[src/rtl/dma_chain_pkg.sv]
package dma_chain_pkg;
  localparam int NUM_CH = 4;
  localparam int SEL_W  = 2;

  // control field bit positions (decoded by neighbour logic, so they are fixed)
  localparam int CTL_ARM    = 0;
  localparam int CTL_SEL_LO = 1;
  localparam int CTL_SEL_HI = 2;
  localparam int CTL_RING   = 3;

  typedef struct packed {
    logic             fire;
    logic             rotate;
    logic [SEL_W-1:0] sel;
  } chainStrb_t;
endpackage

[src/rtl/dma_chain_ctrl.sv]
module dma_chain_ctrl
  import dma_chain_pkg::*;
#(
  parameter int CW        = 16,
  parameter int CHAIN_EN  = 1,
  parameter int ROTATE_EN = 1
) (
  input  logic                 doneValid,
  input  logic [SEL_W-1:0]     doneChan,
  input  logic [3:0]           chainCtrl,
  input  logic [NUM_CH*CW-1:0] cntFlat,
  output chainStrb_t           strb
);
  logic [CW-1:0] doneCount;
  logic          countZero;

  always_comb begin
    doneCount = cntFlat[doneChan*CW +: CW];
    countZero = (doneCount == '0);
  end

  generate
    if (CHAIN_EN != 0) begin : g_chain
      logic ringAllowed;
      if (ROTATE_EN != 0) begin : g_ring
        assign ringAllowed = chainCtrl[CTL_RING];
      end else begin : g_noring
        assign ringAllowed = 1'b0;
      end
      always_comb begin
        strb.fire   = doneValid && chainCtrl[CTL_ARM] && countZero;
        strb.rotate = ringAllowed;
        strb.sel    = chainCtrl[CTL_SEL_HI:CTL_SEL_LO];
      end
    end else begin : g_nochain
      assign strb = '0;
    end
  endgenerate
endmodule

[src/rtl/dma_chain_dpath.sv]
module dma_chain_dpath
  import dma_chain_pkg::*;
#(
  parameter int AW = 16,
  parameter int CW = 16
) (
  input  logic                 clk,
  input  logic                 rstN,
  input  chainStrb_t           strb,
  input  logic [NUM_CH*AW-1:0] addrFlat,
  input  logic [NUM_CH*CW-1:0] cntFlat,
  output logic [NUM_CH-1:0]    addrWe,
  output logic [NUM_CH*AW-1:0] addrWr,
  output logic [NUM_CH-1:0]    cntWe,
  output logic [NUM_CH*CW-1:0] cntWr
);
  localparam logic [SEL_W-1:0] HOLD_CH = SEL_W'(NUM_CH - 1);

  logic [AW-1:0] addrIn [NUM_CH];
  logic [CW-1:0] cntIn  [NUM_CH];
  logic [AW-1:0] nAddr  [NUM_CH];
  logic [CW-1:0] nCnt   [NUM_CH];
  logic [AW-1:0] addrQ  [NUM_CH];
  logic [CW-1:0] cntQ   [NUM_CH];
  logic [NUM_CH-1:0] nAddrWe, nCntWe;

  generate
    for (genvar g = 0; g < NUM_CH; g++) begin : g_unpack
      assign addrIn[g] = addrFlat[g*AW +: AW];
      assign cntIn[g]  = cntFlat[g*CW +: CW];
      assign addrWr[g*AW +: AW] = addrQ[g];
      assign cntWr[g*CW +: CW]  = cntQ[g];
    end
  endgenerate

  // slot k relative to the chain channel: rel = k - sel (mod 4)
  // ring: rel 1 is the vacated slot, every other slot takes its lower neighbour
  always_comb begin
    for (int k = 0; k < NUM_CH; k++) begin
      logic [SEL_W-1:0] rel;
      logic [SEL_W-1:0] src;
      rel = SEL_W'(k) - strb.sel;
      src = SEL_W'(k) - SEL_W'(1);
      nAddrWe[k] = 1'b0;
      nCntWe[k]  = 1'b0;
      nAddr[k]   = '0;
      nCnt[k]    = '0;
      if (strb.fire) begin
        if (strb.rotate) begin
          nCntWe[k] = 1'b1;
          if (rel != SEL_W'(1)) begin
            nAddrWe[k] = 1'b1;
            nAddr[k]   = addrIn[src];
            nCnt[k]    = cntIn[src];
          end
        end else if (rel == '0) begin
          nAddrWe[k] = 1'b1;
          nCntWe[k]  = 1'b1;
          nAddr[k]   = addrIn[HOLD_CH];
          nCnt[k]    = cntIn[HOLD_CH];
        end
      end
    end
  end

  always_ff @(posedge clk) begin
    if (!rstN) begin
      addrWe <= '0;
      cntWe  <= '0;
      for (int k = 0; k < NUM_CH; k++) begin
        addrQ[k] <= '0;
        cntQ[k]  <= '0;
      end
    end else begin
      addrWe <= nAddrWe;
      cntWe  <= nCntWe;
      for (int k = 0; k < NUM_CH; k++) begin
        addrQ[k] <= nAddr[k];
        cntQ[k]  <= nCnt[k];
      end
    end
  end

  AST_COPY_SINGLE: assert property (@(posedge clk) disable iff (!rstN)
    $past(strb.fire && !strb.rotate) |-> ($countones(cntWe) == 1 && addrWe == cntWe));

  AST_RING_CLEAR: assert property (@(posedge clk) disable iff (!rstN)
    $past(strb.fire && strb.rotate) |->
      (cntQ[SEL_W'($past(strb.sel) + SEL_W'(1))] == '0 && $countones(addrWe) == 3));
endmodule

[src/rtl/dma_chain_reload.sv]
module dma_chain_reload
  import dma_chain_pkg::*;
#(
  parameter int AW        = 16,
  parameter int CW        = 16,
  parameter int CHAIN_EN  = 1,
  parameter int ROTATE_EN = 1
) (
  input  logic                 clk,
  input  logic                 rstN,
  input  logic                 doneValid,
  input  logic [1:0]           doneChan,
  input  logic [3:0]           chainCtrl,
  input  logic [4*AW-1:0]      addrFlat,
  input  logic [4*CW-1:0]      cntFlat,
  output logic [3:0]           addrWe,
  output logic [4*AW-1:0]      addrWr,
  output logic [3:0]           cntWe,
  output logic [4*CW-1:0]      cntWr
);
  chainStrb_t strb;

  dma_chain_ctrl #(.CW(CW), .CHAIN_EN(CHAIN_EN), .ROTATE_EN(ROTATE_EN)) u_ctrl (
    .doneValid(doneValid), .doneChan(doneChan), .chainCtrl(chainCtrl),
    .cntFlat(cntFlat), .strb(strb)
  );

  dma_chain_dpath #(.AW(AW), .CW(CW)) u_dpath (
    .clk(clk), .rstN(rstN), .strb(strb), .addrFlat(addrFlat), .cntFlat(cntFlat),
    .addrWe(addrWe), .addrWr(addrWr), .cntWe(cntWe), .cntWr(cntWr)
  );

  AST_WRITE_NEEDS_DONE: assert property (@(posedge clk) disable iff (!rstN)
    (|cntWe) |-> $past(doneValid && chainCtrl[CTL_ARM] && cntFlat[doneChan*CW +: CW] == '0));

  AST_NO_RING_WHEN_OFF: assert property (@(posedge clk) disable iff (!rstN)
    (ROTATE_EN == 0) |-> ($countones(addrWe) <= 1));

  AST_SILENT_WHEN_OFF: assert property (@(posedge clk) disable iff (!rstN)
    (CHAIN_EN == 0) |-> (cntWe == '0 && addrWe == '0));
endmodule

[config.mk]
export PLATFORM = sky130hd
export DESIGN_NAME = dma_chain_reload
export DESIGN_NICKNAME = d
export VERILOG_FILES = /design/src/rtl/dma_chain_pkg.sv /design/src/rtl/dma_chain_ctrl.sv /design/src/rtl/dma_chain_dpath.sv /design/src/rtl/dma_chain_reload.sv
export SDC_FILE = /design/constraint.sdc
export NUM_CORES = 1
export LEC_CHECK = 0
export ABC_AREA = 1
export CORE_ASPECT_RATIO = 0.7
export CORE_UTILIZATION = 39
export DETAILED_ROUTE_END_ITERATION = 8
export PLACE_DENSITY_LB_ADDON = 0.12
export SLEW_MARGIN = 20
export SYNTH_ARGS = -nofsm -noshare
export SYNTH_HDL_FRONTEND = slang
export SYNTH_SLANG_ARGS = --single-unit
[constraint.sdc]
create_clock -name clk -period 1.9 [get_ports clk]
set_input_delay 0.38 -clock clk [delete_from_list [all_inputs] [get_ports clk]]
set_output_delay 0.38 -clock clk [all_outputs]
set_load 0.01 [all_outputs]
==> results of run 1 <==
-- layer usage --
layer / share of wire [%] / global-route usage (%) / up-vias
met5: 0 / 0 / -
met4: 1.7 / 8.45 / 0
met3: 9.8 / 8.70 / 23
met2: 44 / 42.0 / 289
met1: 44 / 39.1 / 2472
li1: - / - / 2534
-- flip-flops by register name, indices dropped and copies added (netlist names) --
name,cells
u_dpath.cntWe,4
u_dpath.addrQ,64
u_dpath.cntQ,64
u_dpath.addrWe,4
-- cells in the final DEF (no fill, tap or decap) --
cell type,count
a21oi_1,2
clkinv_4,4
buf_4,51
buf_12,8
nand3_1,2
or2_1,1
inv_2,2
clkinvlp_4,2
inv_6,3
inv_1,42
o22ai_1,2
clkbuf_8,1
nand3_4,1
clkinv_2,2
nor2_4,32
a32oi_1,64
o21ai_0,2
clkinv_1,2
nor2_2,11
bufinv_16,2
and3_1,1
clkdlybuf4s50_1,272
a22o_1,28
clkbuf_1,1
nor2_1,131
or2_0,2
clkbuf_16,17
nand3b_1,1
nor3_1,6
dfxtp_1,136
nand2_1,59
-- kinds of logic after synthesis --
logic type	count (synthesis)
buf+inv	90
flops	136
simple gates	247
compound gates	98
-- worst max-delay path by stage --
stage / to / slack [ps] / cells after the start
2_1_floorplan: u_dpath.addrQ[0][24] / 420 / 11
3_5_place_dp: u_dpath.cntQ[2][8] / -190 / 9
3_3_place_gp: u_dpath.addrQ[0][59] / -220 / 11
4_1_cts: addrWr[12] / 170 / 1
6_report: u_dpath.addrQ[0][0] / 160 / 8
5_1_grt: u_dpath.addrQ[0][0] / 90 / 9
-- report_power, final --
| part | leakage (nW) | internal [mW] | total, mW | switching (mW) |
|---|---|---|---|---|
| clock | 0.284 | 1.98 | 3.29 | 1.31 |
| combinational | 2.02 | 0.487 | 0.916 | 0.429 |
| sequential | 1.10 | 2.87 | 2.88 | 0.00574 |
| total | 3.40 | 5.34 | 7.08 | 1.74 |
-- metrics by stage --
step | utilization [%] | cells | hold slack [ps] | worst slack [ps]
3_3_place_gp | 66.3 | 1020 | 1000 | -225
5_1_grt | 70.9 | 1052 | 595 | 88.4
2_1_floorplan | - | 571 | 507 | 423
6_report | 70.9 | 1052 | 594 | 160
3_5_place_dp | 66.3 | 1020 | 1010 | -189
4_1_cts | 70.9 | 1052 | 580 | 173
-- synthesized netlist by cell type --
| cell | instances |
|---|---|
| a21oi_1 | 2 |
| a22o_1 | 28 |
| a32oi_1 | 64 |
| and3_1 | 1 |
| buf_1 | 1 |
| buf_12 | 3 |
| buf_2 | 16 |
| buf_4 | 1 |
| buf_6 | 4 |
| clkbuf_1 | 19 |
| clkinv_1 | 2 |
| dfxtp_1 | 136 |
| inv_1 | 43 |
| inv_2 | 1 |
| nand2_1 | 59 |
| nand3_1 | 3 |
| nand3b_1 | 1 |
| nor2_1 | 134 |
| nor2_2 | 10 |
| nor2_4 | 30 |
| nor3_1 | 6 |
| o21ai_0 | 2 |
| o22ai_1 | 2 |
| or2_0 | 2 |
| or2_1 | 1 |
-- critical path: stages --
cell and delay, ps:
clkdlybuf4s50_1 440, or2_1 250, nor2_1 230, nand3_1 110, nand3b_1 140, nand3_4 140, buf_12 220, nor2_1 130
-- cell type report --
| type | count | area (um2) |
|---|---|---|
| repair buffers | 331 | 3270 |
| clock buffers | 19 | 443 |
| clock inverters | 13 | 146 |
| well taps | 162 | 203 |
| flip-flops and latches | 136 | 2720 |
| fillers | 957 | 3700 |
| multi-input cells | 345 | 2070 |
| inverters | 46 | 173 |
==> metrics.md, run 1 <==
| Metric | Value |
|---|---|
| Status | completed |
| Crit end category | flop |
| Sequential area share after synthesis | 52.3% |
| Final net count | 1014 |
| Row Count | 34 |
| Synth top area share | 52.3% |
| Clock period minus worst slack | 1740 ps |
| Via count | 5318 |
| Critical path class | in -> reg |
| Actual slew at the worst max-slew pin | 822 ps |
| Postcts setup bufs | 0 |
| CTS Buf Count | 17 |
| Largest net degree at the start of global routing | 43 |
| Rel. slew slack | 45.1% |
| Area grow syn2layout | 73.4% |
| Fmax | 575 MHz |
| P_leak | 3.40 nW |
| Hold Path Stages | 3 |
| Synth Instances | 571 |
| HP Class | in -> reg |
| Synth Area in Simple Gates | 23.1% |
| DR WL/cell | 18.2 um |
| Synth area leader | dfxtp_1 |
| Diode count | 0 |
| Synth Area in Compound Gates | 16.1% |
| Root buffer cell | clkbuf_16 |
| Final hold vios | 0 |
| DR iter-0 viols | 432 |
| Pins Over Slew Limit | 0 |
| Clk slew on worst S/H paths | 60 ps |
| Largest vdd supply drop | 0.785 mV |
| Post-CTS sizing | 0 |
| Die area | 0.0138 mm2 |
| Tot GR Track Use | 28.2% |
| Initial antenna violation count | 0 |
| DP Area | 0.00843 mm2 |
| Hpwl dp | 14200 um |
| Worst EP required | 2240 ps |
| Setup Viol. Count Final | 0 |
| Synthesized area per cell | 9.11 um2 |
| Setup_tns | 0 ps |
| Fin crit share | 91.6% |
| Die Width | 140 um |
| Core ar. | 0.0127 mm2 |
| Startpoint type of the worst setup path | primary input |
| Detailed-route DRC error count | 0 |
| Longest Clk Path Bufs | 2 |
| Input/output buffers | 272 |
| Mux share of post-synthesis cell area | 0% |
| Post-Synth XOR/XNOR Area | 0% |
| Adder-cell area share of the yosys netlist | 0% |
| TritonCTS clock tree | yes |
| Max cap viols | 0 |
| Grt ovf | 0 |
| Total power | 7.08 mW |
| First-pass GRT wire length | 29300 um |
| Synth warn | 0 |
| Critical Path Source | cntFlat[14] |
| DRT Pass-1 Iters | 5 |
| Crit path DAT | 2080 ps |
| Vias in the first global route | 5136 |
| Die Y | 98.6 um |
| Pwr dens | 785 mW/mm2 |
| #FFs+latches synth | 136 |
| DR vias/cell | 5.06 |
| # hold bufs at CTS | 0 |
| Synth top area cells | dfxtp_1 52%, a32oi_1 11%, nor2_1 9.7%, nor2_4 6.5%, a22o_1 4.7% |
| Layout cells sized above 1 | 15.3% |
| Largest family of logic cells by synthesized area | simple AND/OR/NAND/NOR gates |
| Post-Syn Nets | 708 |
| GPL Wtd Cong | 0.928 |
| Crit Path Max Fanout | 42 |
| DRT Wirelength | 19100 um |
| ANT nets after route | 0 |
| Initial core utilization | 40.9% |
| H-tree levels | 4 |
| Synthesized cell area | 0.00520 mm2 |
| # IOs | 273 |
| Design area | 0.00902 mm2 |
| Post-synth cell types | 25 |
| Hold EP | u_dpath.addrQ[0][57] |
| Min-delay src | addrFlat[41] |
| RSZ-0062 raised after global routing | no |
| TritonCTS sink count | 136 |
Power figures use the tool's default switching activity.
==> run 2, diff against run 1 <==
- CTS_CLUSTER_SIZE: default -> 24
- GPL_ROUTABILITY_DRIVEN: default -> 0
- GPL_TIMING_DRIVEN: default -> 0
==> metrics.md, run 2 (same netlist as run 1, synthesis figures left out) <==
| Metric | Value |
|---|---|
| Fmax | 548 MHz (-4.6%) |
| Biggest regs | u_dpath.addrQ: 64 flops, u_dpath.cntQ: 64 flops |
| Crit path DAT | 2130 ps (+50 ps) |
| TritonCTS clock tree | yes |
| Input/output buffers | 271 (-0.37%) |
| Rel. slew slack | 60.9% (+16 points) |
| Via count | 5305 (-0.24%) |
| TritonCTS sink count | 136 (unchanged) |
| Met3 WL | 2100 um (+12%) |
| M1 WL | 8660 um (+2.1%) |
| RSZ-0062 raised after global routing | no |
| First-pass GRT wire length | 29500 um (+0.49%) |
| Tot GR Track Use | 28.8% (+0.61 points) |
| DR iter-0 viols | 370 (-14%) |
| DRT Wirelength | 19900 um (+4.1%) |
| Worst EP required | 2200 ps (-40 ps) |
| Initial core utilization | 40.9% (unchanged) |
| Grt ovf | 0 (unchanged) |
| Pwr dens | 809 mW/mm2 (+3.1%) |
| Design area | 0.00875 mm2 (-3.0%) |
| Vias in the first global route | 5158 (+0.43%) |
| Post-CTS sizing | 1 (+1) |
| Fillers | 982 (+2.6%) |
| H-tree levels | 4 (unchanged) |
| Fin util | 68.8% (-2.1 points) |
| DR WL/cell | 19.2 um (+5.7%) |
| Die Width | 140 um (unchanged) |
| Fin crit share | 96.0% (+4.5 points) |
| Largest net degree at the start of global routing | 17 (-60%) |
| Core ar. | 0.0127 mm2 (unchanged) |
| Initial antenna violation count | 0 (unchanged) |
| CTS Buf Count | 17 (unchanged) |
| DP Area | 0.00812 mm2 (-3.7%) |
| Diode count | 0 (unchanged) |
| Most common cell after layout, fill and taps aside | clkdlybuf4s50_1 |
| DR vias/cell | 5.12 (+1.3%) |
| Post-Place Cells | 1004 (-1.6%) |
| ANT nets after route | 0 (unchanged) |
| # IOs | 273 (unchanged) |
| Critical path class | in -> reg |
| Final net count | 998 (-1.6%) |
| Reg area | 0.00272 mm2 (unchanged) |
| DRT Pass-1 Iters | 5 (unchanged) |
| Die area | 0.0138 mm2 (unchanged) |
| Top sig layer | met4 |
| Hpwl dp | 15000 um (+5.9%) |
| Clk slew on worst S/H paths | 60 ps (about the same) |
| Met2 WL | 8910 um (+5.8%) |
| Actual slew at the worst max-slew pin | 587 ps (-235 ps) |
| Largest vdd supply drop | 0.796 mV (+1.4%) |
| Row Count | 34 (unchanged) |
| # hold bufs at CTS | 0 (unchanged) |
| Startpoint type of the worst setup path | primary input |
| Clock period minus worst slack | 1820 ps (+84.6 ps) |
| Layout cells sized above 1 | 11.9% (-3.4 points) |
| Die Y | 98.6 um (unchanged) |
| Total power | 7.08 mW (about the same) |
| Area grow syn2layout | 68.2% |
| Final std cells w/o fill | 1036 (-1.5%) |
| Status | completed |
| Crit end category | flop |
| Multi-input gate area | 0.00205 mm2 (-1.1%) |
| Longest Clk Path Bufs | 2 (unchanged) |
| Pins Over Slew Limit | 0 (unchanged) |
| Crit Path Max Fanout | 10 (-76%) |
| Postcts setup bufs | 0 (unchanged) |
| Detailed-route DRC error count | 0 (unchanged) |
| HP Class | in -> reg |
| Setup_tns | 0 ps (unchanged) |
| Max cap viols | 0 (unchanged) |
| Final hold vios | 0 (unchanged) |
| P_leak | 3.31 nW (-2.8%) |
| Root buffer cell | clkbuf_16 |
| Setup Viol. Count Final | 0 (unchanged) |
| Most frequent cells in the layout | 263 x clkdlybuf4s50_1, 136 x dfxtp_1, 132 x nor2_1 |
==> run 2: routing by layer <==
metal  track usage (%)  vias to the layer above
met5                 0                        -
met4              8.03                        0
met3              9.91                       20
met2              44.8                      302
met1              38.1                     2489
li1                  -                     2494
==> run 2: power breakdown <==
| group | internal, mW | switching, mW |
|---|---|---|
| registers | 2.87 | 0.00534 |
| logic | 0.414 | 0.425 |
| clock network | 2.09 | 1.27 |
| total | 5.38 | 1.70 |
==> run 2: final timing paths <==
kind / to / cells after the start / start / slack, ps
worst max-delay path: u_dpath.addrQ[0][16] / 13 / cntFlat[55] / 80
worst min-delay path: u_dpath.cntWe[3] / 3 / chainCtrl[3] / 320
==> run 2: per-stage QoR <==
step | worst slack (ps) | hold slack, ps
2_1_floorplan | 423 | 507
3_3_place_gp | -380 | 730
3_5_place_dp | -414 | 734
4_1_cts | 26.6 | 315
5_1_grt | 1.88 | 350
6_report | 75.8 | 323
==> run 2: layout make-up <==
class                      instances  share of cell area [%]
clock buffer                      20                    5.10
sequential                       136                    31.1
tap                              162                    2.32
clock inverter                    12                    1.73
inverter                          46                    1.97
multi-input combinational        345                    23.4
timing repair buffer             271                    31.2
buffer                            44                    3.15
==> run 2: critical path, stage by stage <==
cell	delay (ps)
clkdlybuf4s50_1	640
nor2_1	90
nand2_1	80
nor2_1	40
nand2_1	50
nand2_1	50
nand2_1	90
nand2_1	60
nand3_1	80
buf_6	140
buf_6	180
buf_12	200
nor2_4	40
